==> src/rtl/sdcm_pkg.sv <==
`timescale 1ns/1ps
package sdcm_pkg;

  typedef enum logic [3:0] {
    CMD_DESL = 4'd0,
    CMD_NOP  = 4'd1,
    CMD_BST  = 4'd2,
    CMD_RD   = 4'd3,
    CMD_WR   = 4'd4,
    CMD_ACT  = 4'd5,
    CMD_PRE  = 4'd6,
    CMD_REF  = 4'd7,
    CMD_MRS  = 4'd8
  } cmd_e;

  typedef enum logic [2:0] {
    BS_IDLE   = 3'd0,
    BS_OPEN   = 3'd1,
    BS_WBURST = 3'd2,
    BS_RECOV  = 3'd3,
    BS_REFR   = 3'd4
  } bst_e;

  // Command from the four active-low control lines.
  function automatic cmd_e decode_cmd(input logic cs_n, input logic ras_n,
                                      input logic cas_n, input logic we_n);
    if (cs_n) return CMD_DESL;
    case ({ras_n, cas_n, we_n})
      3'b111:  return CMD_NOP;
      3'b110:  return CMD_BST;
      3'b101:  return CMD_RD;
      3'b100:  return CMD_WR;
      3'b011:  return CMD_ACT;
      3'b010:  return CMD_PRE;
      3'b001:  return CMD_REF;
      default: return CMD_MRS;
    endcase
  endfunction

  // A bank still owned by a write burst with auto-precharge.
  function automatic logic wr_busy(input bst_e s);
    return (s == BS_WBURST) || (s == BS_RECOV);
  endfunction

  // Largest of three cycle counts, used to size the bank counter.
  function automatic int max3(input int a, input int b, input int c);
    int m;
    m = (a > b) ? a : b;
    return (m > c) ? m : c;
  endfunction

  // Edges from a write with auto-precharge until the bank reads idle.
  function automatic int wr_idle_edge(input int bl, input int dpl);
    return bl + dpl - 2;
  endfunction

endpackage

==> src/rtl/sdcm_decode.sv <==
`timescale 1ns/1ps
module sdcm_decode
  import sdcm_pkg::*;
(
  input  logic cs_n,
  input  logic ras_n,
  input  logic cas_n,
  input  logic we_n,
  output cmd_e cmd
);

  assign cmd = decode_cmd(cs_n, ras_n, cas_n, we_n);

endmodule

==> src/rtl/sdcm_bank.sv <==
`timescale 1ns/1ps
module sdcm_bank
  import sdcm_pkg::*;
#(
  parameter int BURST_LEN = 4,
  parameter int T_DPL     = 2,
  parameter int T_RC      = 6,
  parameter int CW        = 3
) (
  input  logic clk,
  input  logic rst,
  input  logic do_open,
  input  logic do_close,
  input  logic do_wrap,
  input  logic do_refr,
  output bst_e state
);

  logic [CW-1:0] cnt;
  logic          last;

  assign last = (cnt == CW'(1));

  always_ff @(posedge clk) begin
    if (rst) begin
      state <= BS_IDLE;
      cnt   <= '0;
    end else begin
      case (state)
        BS_IDLE: begin
          if (do_refr) begin
            state <= BS_REFR;
            cnt   <= CW'(T_RC - 1);
          end else if (do_open) begin
            state <= BS_OPEN;
          end
        end
        BS_OPEN: begin
          if (do_wrap) begin
            state <= BS_WBURST;
            cnt   <= CW'(BURST_LEN - 1);
          end else if (do_close) begin
            state <= BS_IDLE;
          end
        end
        BS_WBURST: begin
          if (last) begin
            state <= BS_RECOV;
            cnt   <= CW'(T_DPL - 1);
          end else begin
            cnt <= cnt - CW'(1);
          end
        end
        BS_RECOV, BS_REFR: begin
          if (last) begin
            state <= BS_IDLE;
            cnt   <= '0;
          end else begin
            cnt <= cnt - CW'(1);
          end
        end
        default: state <= BS_IDLE;
      endcase
    end
  end

  // a burst only leaves through write recovery.
  assert_wburst_exit_R3: assert property (@(posedge clk) disable iff (rst)
    (state == BS_WBURST) |=> (state == BS_WBURST || state == BS_RECOV));

  // recovery only ends in idle.
  assert_recov_exit_R3: assert property (@(posedge clk) disable iff (rst)
    (state == BS_RECOV) |=> (state == BS_RECOV || state == BS_IDLE));

  // a burst starts only on an open bank.
  assert_wburst_entry_R3: assert property (@(posedge clk) disable iff (rst)
    $rose(state == BS_WBURST) |-> ($past(state) == BS_OPEN));

  // refresh only ends in idle.
  assert_refr_exit_R7: assert property (@(posedge clk) disable iff (rst)
    (state == BS_REFR) |=> (state == BS_REFR || state == BS_IDLE));

endmodule

==> src/rtl/sdcm_rules.sv <==
`timescale 1ns/1ps
module sdcm_rules
  import sdcm_pkg::*;
#(
  parameter int NBANK = 4,
  parameter int BA_W  = 2
) (
  input  cmd_e            cmd,
  input  logic [BA_W-1:0] tgt,
  input  logic            a10,
  input  bst_e            st [NBANK],
  input  logic            rrd_met,
  output logic            bad
);

  logic wr_any;
  logic ref_any;
  logic tgt_busy;

  always_comb begin
    wr_any  = 1'b0;
    ref_any = 1'b0;
    for (int i = 0; i < NBANK; i++) begin
      wr_any  = wr_any | wr_busy(st[i]);
      ref_any = ref_any | (st[i] == BS_REFR);
    end
    tgt_busy = wr_busy(st[tgt]);
  end

  always_comb begin
    bad = 1'b0;
    if (ref_any) begin
      bad = !(cmd == CMD_DESL || cmd == CMD_NOP || cmd == CMD_BST);
    end else if (wr_any) begin
      case (cmd)
        CMD_BST, CMD_REF, CMD_MRS: bad = 1'b1;
        CMD_RD, CMD_WR:            bad = tgt_busy;
        CMD_PRE:                   bad = a10 | tgt_busy;
        CMD_ACT:                   bad = tgt_busy | !rrd_met;
        default:                   bad = 1'b0;
      endcase
    end
  end

endmodule

==> src/rtl/sdram_cmd_monitor.sv <==
`timescale 1ns/1ps
module sdram_cmd_monitor
  import sdcm_pkg::*;
#(
  parameter int NBANK     = 4,
  parameter int BURST_LEN = 4,
  parameter int T_DPL     = 2,
  parameter int T_RRD     = 2,
  parameter int T_RC      = 6,
  localparam int BA_W     = $clog2(NBANK)
) (
  input  logic                 clk,
  input  logic                 rst,
  input  logic                 cs_n,
  input  logic                 ras_n,
  input  logic                 cas_n,
  input  logic                 we_n,
  input  logic [BA_W-1:0]      ba,
  input  logic                 a10,
  output logic [3:0]           cmd_code,
  output logic                 illegal,
  output logic [3:0]           ill_cmd,
  output logic [BA_W-1:0]      ill_bank,
  output logic                 err_sticky,
  output logic [3*NBANK-1:0]   bank_state
);

  localparam int CW = $clog2(max3(BURST_LEN, T_DPL, T_RC) + 1);
  localparam int RW = $clog2(T_RRD + 1);

  cmd_e            dec_cmd;
  bst_e            st [NBANK];
  logic            cmd_bad;
  logic            accept;
  logic            all_idle;
  logic            act_taken;
  logic            rrd_met;
  logic [RW-1:0]   rrd_cnt;
  logic [NBANK-1:0] ref_vec;

  cmd_e            cmd_q;
  cmd_e            bad_cmd_q;
  logic [BA_W-1:0] bad_bank_q;
  logic            illegal_q;
  logic            err_q;

  sdcm_decode u_dec (
    .cs_n (cs_n),
    .ras_n(ras_n),
    .cas_n(cas_n),
    .we_n (we_n),
    .cmd  (dec_cmd)
  );

  sdcm_rules #(.NBANK(NBANK), .BA_W(BA_W)) u_rules (
    .cmd    (dec_cmd),
    .tgt    (ba),
    .a10    (a10),
    .st     (st),
    .rrd_met(rrd_met),
    .bad    (cmd_bad)
  );

  assign accept    = !cmd_bad;
  assign rrd_met   = (rrd_cnt == '0);
  assign act_taken = accept && (dec_cmd == CMD_ACT) && (st[ba] == BS_IDLE);

  always_comb begin
    all_idle = 1'b1;
    for (int i = 0; i < NBANK; i++) all_idle = all_idle & (st[i] == BS_IDLE);
  end

  for (genvar g = 0; g < NBANK; g++) begin : g_bank
    logic hit;
    assign hit = (ba == BA_W'(g));

    sdcm_bank #(
      .BURST_LEN(BURST_LEN),
      .T_DPL    (T_DPL),
      .T_RC     (T_RC),
      .CW       (CW)
    ) u_bank (
      .clk     (clk),
      .rst     (rst),
      .do_open (accept && dec_cmd == CMD_ACT && hit),
      .do_close(accept && dec_cmd == CMD_PRE && (a10 || hit)),
      .do_wrap (accept && dec_cmd == CMD_WR && a10 && hit),
      .do_refr (accept && dec_cmd == CMD_REF && all_idle),
      .state   (st[g])
    );

    assign bank_state[3*g +: 3] = st[g];
    assign ref_vec[g]           = (st[g] == BS_REFR);
  end

  always_ff @(posedge clk) begin
    if (rst) begin
      cmd_q      <= CMD_DESL;
      bad_cmd_q  <= CMD_DESL;
      bad_bank_q <= '0;
      illegal_q  <= 1'b0;
      err_q      <= 1'b0;
      rrd_cnt    <= '0;
    end else begin
      cmd_q     <= dec_cmd;
      illegal_q <= cmd_bad;
      err_q     <= err_q | cmd_bad;
      if (cmd_bad) begin
        bad_cmd_q  <= dec_cmd;
        bad_bank_q <= ba;
      end
      if (act_taken)          rrd_cnt <= RW'(T_RRD - 1);
      else if (rrd_cnt != '0) rrd_cnt <= rrd_cnt - RW'(1);
    end
  end

  assign cmd_code   = cmd_q;
  assign illegal    = illegal_q;
  assign ill_cmd    = bad_cmd_q;
  assign ill_bank   = bad_bank_q;
  assign err_sticky = err_q;

  // the pulse always comes with the sticky flag.
  assert_sticky_set_R9: assert property (@(posedge clk) disable iff (rst)
    illegal |-> err_sticky);

  // the sticky flag never drops without reset.
  assert_sticky_hold_R9: assert property (@(posedge clk) disable iff (rst)
    err_sticky |=> err_sticky);

  // deselect and no-op are never reported.
  assert_quiet_cmds_R4: assert property (@(posedge clk) disable iff (rst)
    illegal |-> (ill_cmd != CMD_DESL && ill_cmd != CMD_NOP));

  // refresh holds every bank or none.
  assert_refresh_all_R7: assert property (@(posedge clk) disable iff (rst)
    (|ref_vec) |-> (&ref_vec));

  // refresh is entered only from an all-idle device.
  assert_refresh_entry_R7: assert property (@(posedge clk) disable iff (rst)
    $rose(ref_vec[0]) |-> $past(all_idle));

  // the row-to-row count stays inside its window.
  assert_rrd_window_R6: assert property (@(posedge clk) disable iff (rst)
    rrd_cnt <= RW'(T_RRD - 1));

  // a flagged command leaves the row-to-row count running down.
  assert_rrd_no_restart_R10: assert property (@(posedge clk) disable iff (rst)
    (cmd_bad && rrd_cnt != '0) |=> (rrd_cnt == $past(rrd_cnt) - RW'(1)));

endmodule

==> config.mk <==
export PLATFORM = sky130hd
export DESIGN_NAME = sdram_cmd_monitor
export DESIGN_NICKNAME = d
export VERILOG_FILES = /design/src/rtl/sdcm_pkg.sv /design/src/rtl/sdcm_decode.sv /design/src/rtl/sdcm_bank.sv /design/src/rtl/sdcm_rules.sv /design/src/rtl/sdram_cmd_monitor.sv
export SDC_FILE = /design/constraint.sdc
export NUM_CORES = 1
export LEC_CHECK = 0
export ABC_AREA = 0
export CORE_MARGIN = 3
export CORE_UTILIZATION = 25
export CTS_CLUSTER_DIAMETER = 50
export CTS_CLUSTER_SIZE = 16
export DETAILED_ROUTE_END_ITERATION = 16
export SLEW_MARGIN = 25
export SYNTH_ARGS = -nofsm -noshare
export SYNTH_HDL_FRONTEND = slang
export SYNTH_HIERARCHICAL = 1
export SYNTH_SLANG_ARGS = --single-unit
==> constraint.sdc <==
create_clock -name clk -period 9.3 [get_ports clk]
set_clock_uncertainty 0.1 [all_clocks]
set_input_delay 1.86 -clock clk [delete_from_list [all_inputs] [get_ports clk]]
set_output_delay 1.86 -clock clk [all_outputs]
set_load 0.01 [all_outputs]
* Word level (Yosys, flattened, before mapping) *
Index checks and enable logic that the tools add are counted.

storage, ports and cells
  output and inout port bits = 24
  input port bits = 9
  register bits after elaboration = 38

operators by class
  reduce and logical (&&, ||, !) cells = 62
  add/subtract/negate cells = 5
  bitwise logic cells = 13
  $lt $le $gt $ge = 1
  equality and inequality tests = 64
  mux-type cells = 57

operator list
  kind                                                 count
  two-way mux 3 bit                                    39
  one-hot mux 3 bit (4 select lines)                   8
  equality test 3 x 2 -> 1 bit, second input constant  12
  != test 2 x 1 -> 1 bit, second input constant        16
  one-hot mux 4 bit (7 select lines)                   1
  equality test 3 x 1 -> 1 bit, second input constant  9
  equality test 3 bit, second input constant           8
  != test 3 x 1 -> 1 bit, second input constant        8
  logical AND 1 bit                                    19
  equality test 4 x 3 -> 1 bit, second input constant  4
  AND reduction 4 bit                                  4
  nonzero test 4 bit                                   4
  zero test 3 bit                                      5
  AND reduction 3 bit                                  4
  OR reduction 2 bit                                   6
  subtractor 3 x 1 -> 3 bit, second input constant     4
  logical OR 1 bit                                     11
  OR 1 bit                                             9
  equality test 4 x 2 -> 1 bit, second input constant  2
  two-way mux 4 bit                                    2
  binary-select mux 3 bit (select 2 bit)               1
  two-way mux 1 bit                                    5
  equality test 2 bit, second input constant           2
  equality test 4 x 1 -> 1 bit, second input constant  1
  12 further kinds                                     18

* Longest topological paths before layout *
  depth after elaboration = 16
  depth in mapped cells = 14
  mapped depth without buffers = 13

* Cells and area by module *
The synthesis kept the hierarchy.

by module, submodules not included
  module             area an instance (um^2)  cells each  instances
  sdcm_bank          459.2                    52          4
  sdram_cmd_monitor  669.4                    78          1
  sdcm_rules         190.2                    24          1
  sdcm_decode        47.5                     7           1

* Least setup slack after synthesis *
OpenSTA, ideal clock, no wires.

  path kind = in2reg
  from = input cs_n
  to = register g_bank[3].u_bank.cnt[2]
  arrival = 5150 ps
  slack = 3928 ps
  stages on the path = 12
  data required time = 9078 ps
  buffers on the path = 1
  setup time = 122 ps
  path through = nor4_1 -> o31a_1 -> o32ai_1 -> a41o_1 -> buf_2 -> and4bb_1 -> nand2_1 -> nor2_1 -> mux2i_1 -> nor3_1 -> nor4b_2 -> a311o_1

on the way
  cells in the longest elaborated chain, start to end = 13

ends and longest elaborated chain
  element                                                                        line                                RTL
  start: declaration                                                             sdram_cmd_monitor.sv:14             input logic cs_n,
  two-way mux 1 bit (*)                                                          sdcm_pkg.sv:27                      if (cs_n) return CMD_DESL;
  two-way mux 4 bit (*)                                                          sdcm_pkg.sv:28                      case ({ras_n, cas_n, we_n})
  equality test 4 x 3 -> 1 bit, or another cell as far along                     sdcm_rules.sv:35                    case (cmd)
  OR reduction 3 bit, or another cell as far along                               sdcm_rules.sv:35
  one-hot mux 1 bit (4 select lines) / logical OR 1 bit (equally long branches)  sdcm_rules.sv:35, sdcm_rules.sv:33
  two-way mux 1 bit / zero test 1 bit (equally long branches)                    sdcm_rules.sv:34, sdcm_rules.sv:33
  two-way mux 1 bit (*)                                                          sdcm_rules.sv:32                    if (ref_any) begin
  named net cmd_bad                                                              sdram_cmd_monitor.sv:33             logic cmd_bad;
  zero test 1 bit (*)                                                            sdram_cmd_monitor.sv:64             assign accept = !cmd_bad;
  logical AND 1 bit (3 in series)                                                sdram_cmd_monitor.sv:87             .do_wrap (accept && dec_cmd == CMD_WR && a10 && hit),
  != test 2 x 1 -> 1 bit (no source line)                                        n/a
  AND reduction 3 bit (no source line) (*)                                       n/a
  end signal: assignment                                                         sdcm_bank.sv:49                     cnt <= CW'(T_DPL - 1);
  end signal: assignment                                                         sdcm_bank.sv:51                     cnt <= cnt - CW'(1);
  end signal: assignment                                                         sdcm_bank.sv:59                     cnt <= cnt - CW'(1);
  end: declaration                                                               sdcm_bank.sv:19                     logic [CW-1:0] cnt;

Mark *: on every way through the listed nets, which the timed path passes. The rest lies on a longest branch.
A chain may end at the register's enable or synchronous reset.

* Final worst setup path *
  from = input we_n
  to = register g_bank[0].u_bank.cnt[1]

on the way
  cells in the longest elaborated chain, start to end = 14

ends and longest elaborated chain
  element                                                                        line                                RTL
  start: declaration                                                             sdram_cmd_monitor.sv:17             input logic we_n,
  equality test 3 x 1 -> 1 bit, or another cell as far along                     sdcm_pkg.sv:28
  one-hot mux 4 bit (7 select lines) (*)                                         sdcm_pkg.sv:28
  two-way mux 4 bit (*)                                                          sdcm_pkg.sv:28
  named net dec_cmd[2]                                                           sdram_cmd_monitor.sv:31             cmd_e dec_cmd;
  equality test 4 x 3 -> 1 bit, or another cell as far along                     sdcm_rules.sv:35
  OR reduction 3 bit, or another cell as far along                               sdcm_rules.sv:35
  one-hot mux 1 bit (4 select lines) / logical OR 1 bit (equally long branches)  sdcm_rules.sv:35, sdcm_rules.sv:33
  two-way mux 1 bit / zero test 1 bit (equally long branches)                    sdcm_rules.sv:34, sdcm_rules.sv:33
  two-way mux 1 bit (*)                                                          sdcm_rules.sv:32
  named net cmd_bad                                                              sdram_cmd_monitor.sv:33
  zero test 1 bit (*)                                                            sdram_cmd_monitor.sv:64
  logical AND 1 bit (3 in series)                                                sdram_cmd_monitor.sv:87
  != test 2 x 1 -> 1 bit (no source line)                                        n/a
  AND reduction 3 bit (no source line) (*)                                       n/a
  end signal: assignment                                                         sdcm_bank.sv:49
  end signal: assignment                                                         sdcm_bank.sv:51
  end signal: assignment                                                         sdcm_bank.sv:59
  end: declaration                                                               sdcm_bank.sv:19

Marked as above.

==> out/metrics.yaml <==
setup_path:
  criticalPathCategory: "primary input to flip-flop"
  slowest_delay_ps: 490
  start_kind: "primary input"
  crit_family: "simple AND/OR/NAND/NOR gates"
  cp_data_arrival_time_ps: 5540
  crit_required_ps: 9380
  r2r_slack_ps: 5830
  cp_cell_sequence: "clkdlybuf4s50_1 > o21a_1 > nor3_2 > nand2b_1 > a221oi_2 > o32ai_1 > a41o_1 > nor4b_2 > nand3_1 > nor3_1 > a21oi_1 > nor2_1 > nor3_1 > a2111oi_2"
  regToRegStartpoint: "g_bank[3].u_bank/state[2]$_SDFFE_PP0P_"
  timing.rr.end: "g_bank[0].u_bank/cnt[1]$_SDFFE_PP0P_"
  endpoint: "g_bank[0].u_bank/cnt[1]$_SDFFE_PP0P_"
  critPathCaptureType: "flip-flop"
  cp.depth: 14
  r2r_cells: 11
  crit_top_cell: "nor3_1"
  startpoint: "we_n"
  cp_num_buf_inv: 1
  cpMaxStageDelayCell: "clkdlybuf4s50_1"
  critPathMaxFanout: 10
global_route:
  track_usage_pct: 10.2
  grt_max_degree: 52
  gr-total-overflow: 0
  grt_pass1_vias: 2318
  grt_pass1_wl_mm: 10.9
  antenna_found_initial: 0
synthesis:
  yosysTopAreaCell: "dfxtp_1"
  ys_seq_area_share_pct: 27.7
  netlist_instances: 317
  synth_top_flop_cell: "dfxtp_1"
  ys_ff_latch: 38
  ys.warnings.count: 6
  synth-edff-count: 0
  netlist_top_cells_count: "nor2_1 (41), nor3_1 (39), dfxtp_1 (38), inv_1 (21), mux2i_1 (18)"
  syn_nets: 335
  synth.avg_cell_area_um2: 8.66
  synth.distinct_cells: 46
  yosysMostFrequentCell: "nor2_1"
  async_flop_share_pct: 0
  synth_area_leaders: "dfxtp_1 (28%), nor3_1 (7.1%), mux2i_1 (6.6%)"
  syn_area_mm2: 0.00274
  synth_top_area_share_pct: 27.7
route:
  wire_per_inst_um: 12.9
  route.vias.total: 2417
  via_per_inst: 5.05
  ant_nets: 0
  drc: 0
  routed_wl_mm: 6.17
  first_pass_iters: 4
  drt_iter0_markers: 112
place:
  io_buffer_count: 32
  dp_slack_ps: 3550
  detailed_place_hpwl_mm: 4.34
  gp_congestion: 0.780
sta:
  setup_viol: 0
  fin_setup_tns_ps: 0
  worst_slew_pin_slew_ps: 1040
  slew_viol_final: 0
  min_period_ps: 5460
  final.period_utilization_pct: 58.7
  finalHoldViolCount: 0
  slew_headroom_pct: 30.8
  rsz0062_at_grt: "false"
  fmaxAchievable_ghz: 0.183
  worst_slack_ps: 3840
clock_tree:
  cts_buffers: 5
  cts_tree: "yes"
  clk_latency_ps: 290
  numClockSinks: 38
  postCtsHoldBufs: 0
  clockRootBuffer: "clkbuf_8"
  clockBufferDepth: 2
  htree_levels: 2
  cts-resized-gates: 0
  clk_pin_slew_ps: 70
  post_cts_buffers: 0
floorplan:
  die_h_um: 111
  core-area_mm2: 0.0105
  die_x_um: 111
  ios: 33
  start_util_pct: 26.1
  die-area_mm2: 0.0123
  row_count: 37
pwr:
  vdd.ir_drop.worst_v: 0.0000547
  p_per_area_mw_per_mm2: 147
  p_leak_nw: 1.07
min_path:
  worstHoldPathType: "flip-flop to flip-flop"
outcome:
  status: "finished, final reports clean"
final_layout:
  syn_to_final_growth_pct: 14.7
  num_antenna_cells: 0
  nets: 361
  drive_gt1_share_pct: 14.3
flow_run:
  max_cap_viol_count: 0
placed cells by master (no fill, tap or decap), types with 5 or more instances in the layout:
cell type and instances:
nor4b_2 5, nor3b_1 8, nand2_1 13, clkdlybuf4s50_1 31, nand2b_1 10, o21ai_0 12, dfxtp_1 38, a21oi_1 8
nor2_1 41, nor4_1 5, nor3_1 39, mux2i_1 18, nor3_2 5, clkbuf_8 5, inv_1 21, nor2b_1 10
ha_1 9
sequential cells by signal, summed over array words and instances, names as in the netlist:
name and cells:
illegal 1, rrd_cnt 2, g_bank.u_bank/cnt 12, ill_bank 2, g_bank.u_bank/state 12, cmd_code 4
err_sticky 1, ill_cmd 4
how the worst min path moves through the flow:
stage                            endpoint                  start  depth (start not counted)
floorplan           err_sticky$_SDFF_PP0_  err_sticky$_SDFF_PP0_                          2
global placement    err_sticky$_SDFF_PP0_  err_sticky$_SDFF_PP0_                          2
detailed placement  err_sticky$_SDFF_PP0_  err_sticky$_SDFF_PP0_                          2
CTS                 err_sticky$_SDFF_PP0_  err_sticky$_SDFF_PP0_                          2
global route        err_sticky$_SDFF_PP0_  err_sticky$_SDFF_PP0_                          2
finish              err_sticky$_SDFF_PP0_  err_sticky$_SDFF_PP0_                          2
tightest hold or removal path: stages (launching register included):
cell,delay [ps]
dfxtp_1,330
nor2_1,50
nor2_1,70
logic make-up after synthesis:
| group | after synthesis | share of synthesized area, % |
|---|---|---|
| xor gates and xnor gates | 3 | 0.958 |
| AOI/OAI and AO/OA | 56 | 17.1 |
| and+or+nand+nor | 155 | 32.7 |
| muxes | 20 | 8.21 |
| DFF | 38 | 27.7 |
| buffers and inverters | 36 | 9.26 |
| adders and majority gates | 9 | 4.10 |
power by group:
part | internal (mW) | leakage (nW) | total (mW) | switching (mW)
Combinational | 0.0712 | 0.719 | 0.145 | 0.0737
Clock | 0.0503 | 0.0438 | 0.107 | 0.0571
Sequential | 0.178 | 0.308 | 0.210 | 0.0320
final cells by class:
type	count	area, um^2
flip-flops and latches	38	761
fillers	1088	7360
clock inverters	2	10.0
multi-input cells	243	1730
clock buffers	5	68.8
repair buffers	34	330
inverters	21	78.8
well taps	136	170
metal layers:
layer	part of all wire (%)	global-route usage [%]
met1	48	13.2
met2	49	17.5
met3	3.0	1.75
met4	0.63	2.79
met5	0	0
per-stage QoR:
stage	util [%]	cell area [um^2]	total power, mW	hold slack [ps]	std cells
2_1_floorplan	-	2740	0.323	390	317
3_3_place_gp	29.2	3070	0.354	365	472
3_5_place_dp	29.2	3070	0.358	366	472
4_1_cts	30.0	3150	0.468	384	479
5_1_grt	30.0	3150	0.497	429	479
6_report	30.0	3150	0.463	375	479
(Power assumes the default switching activity.)
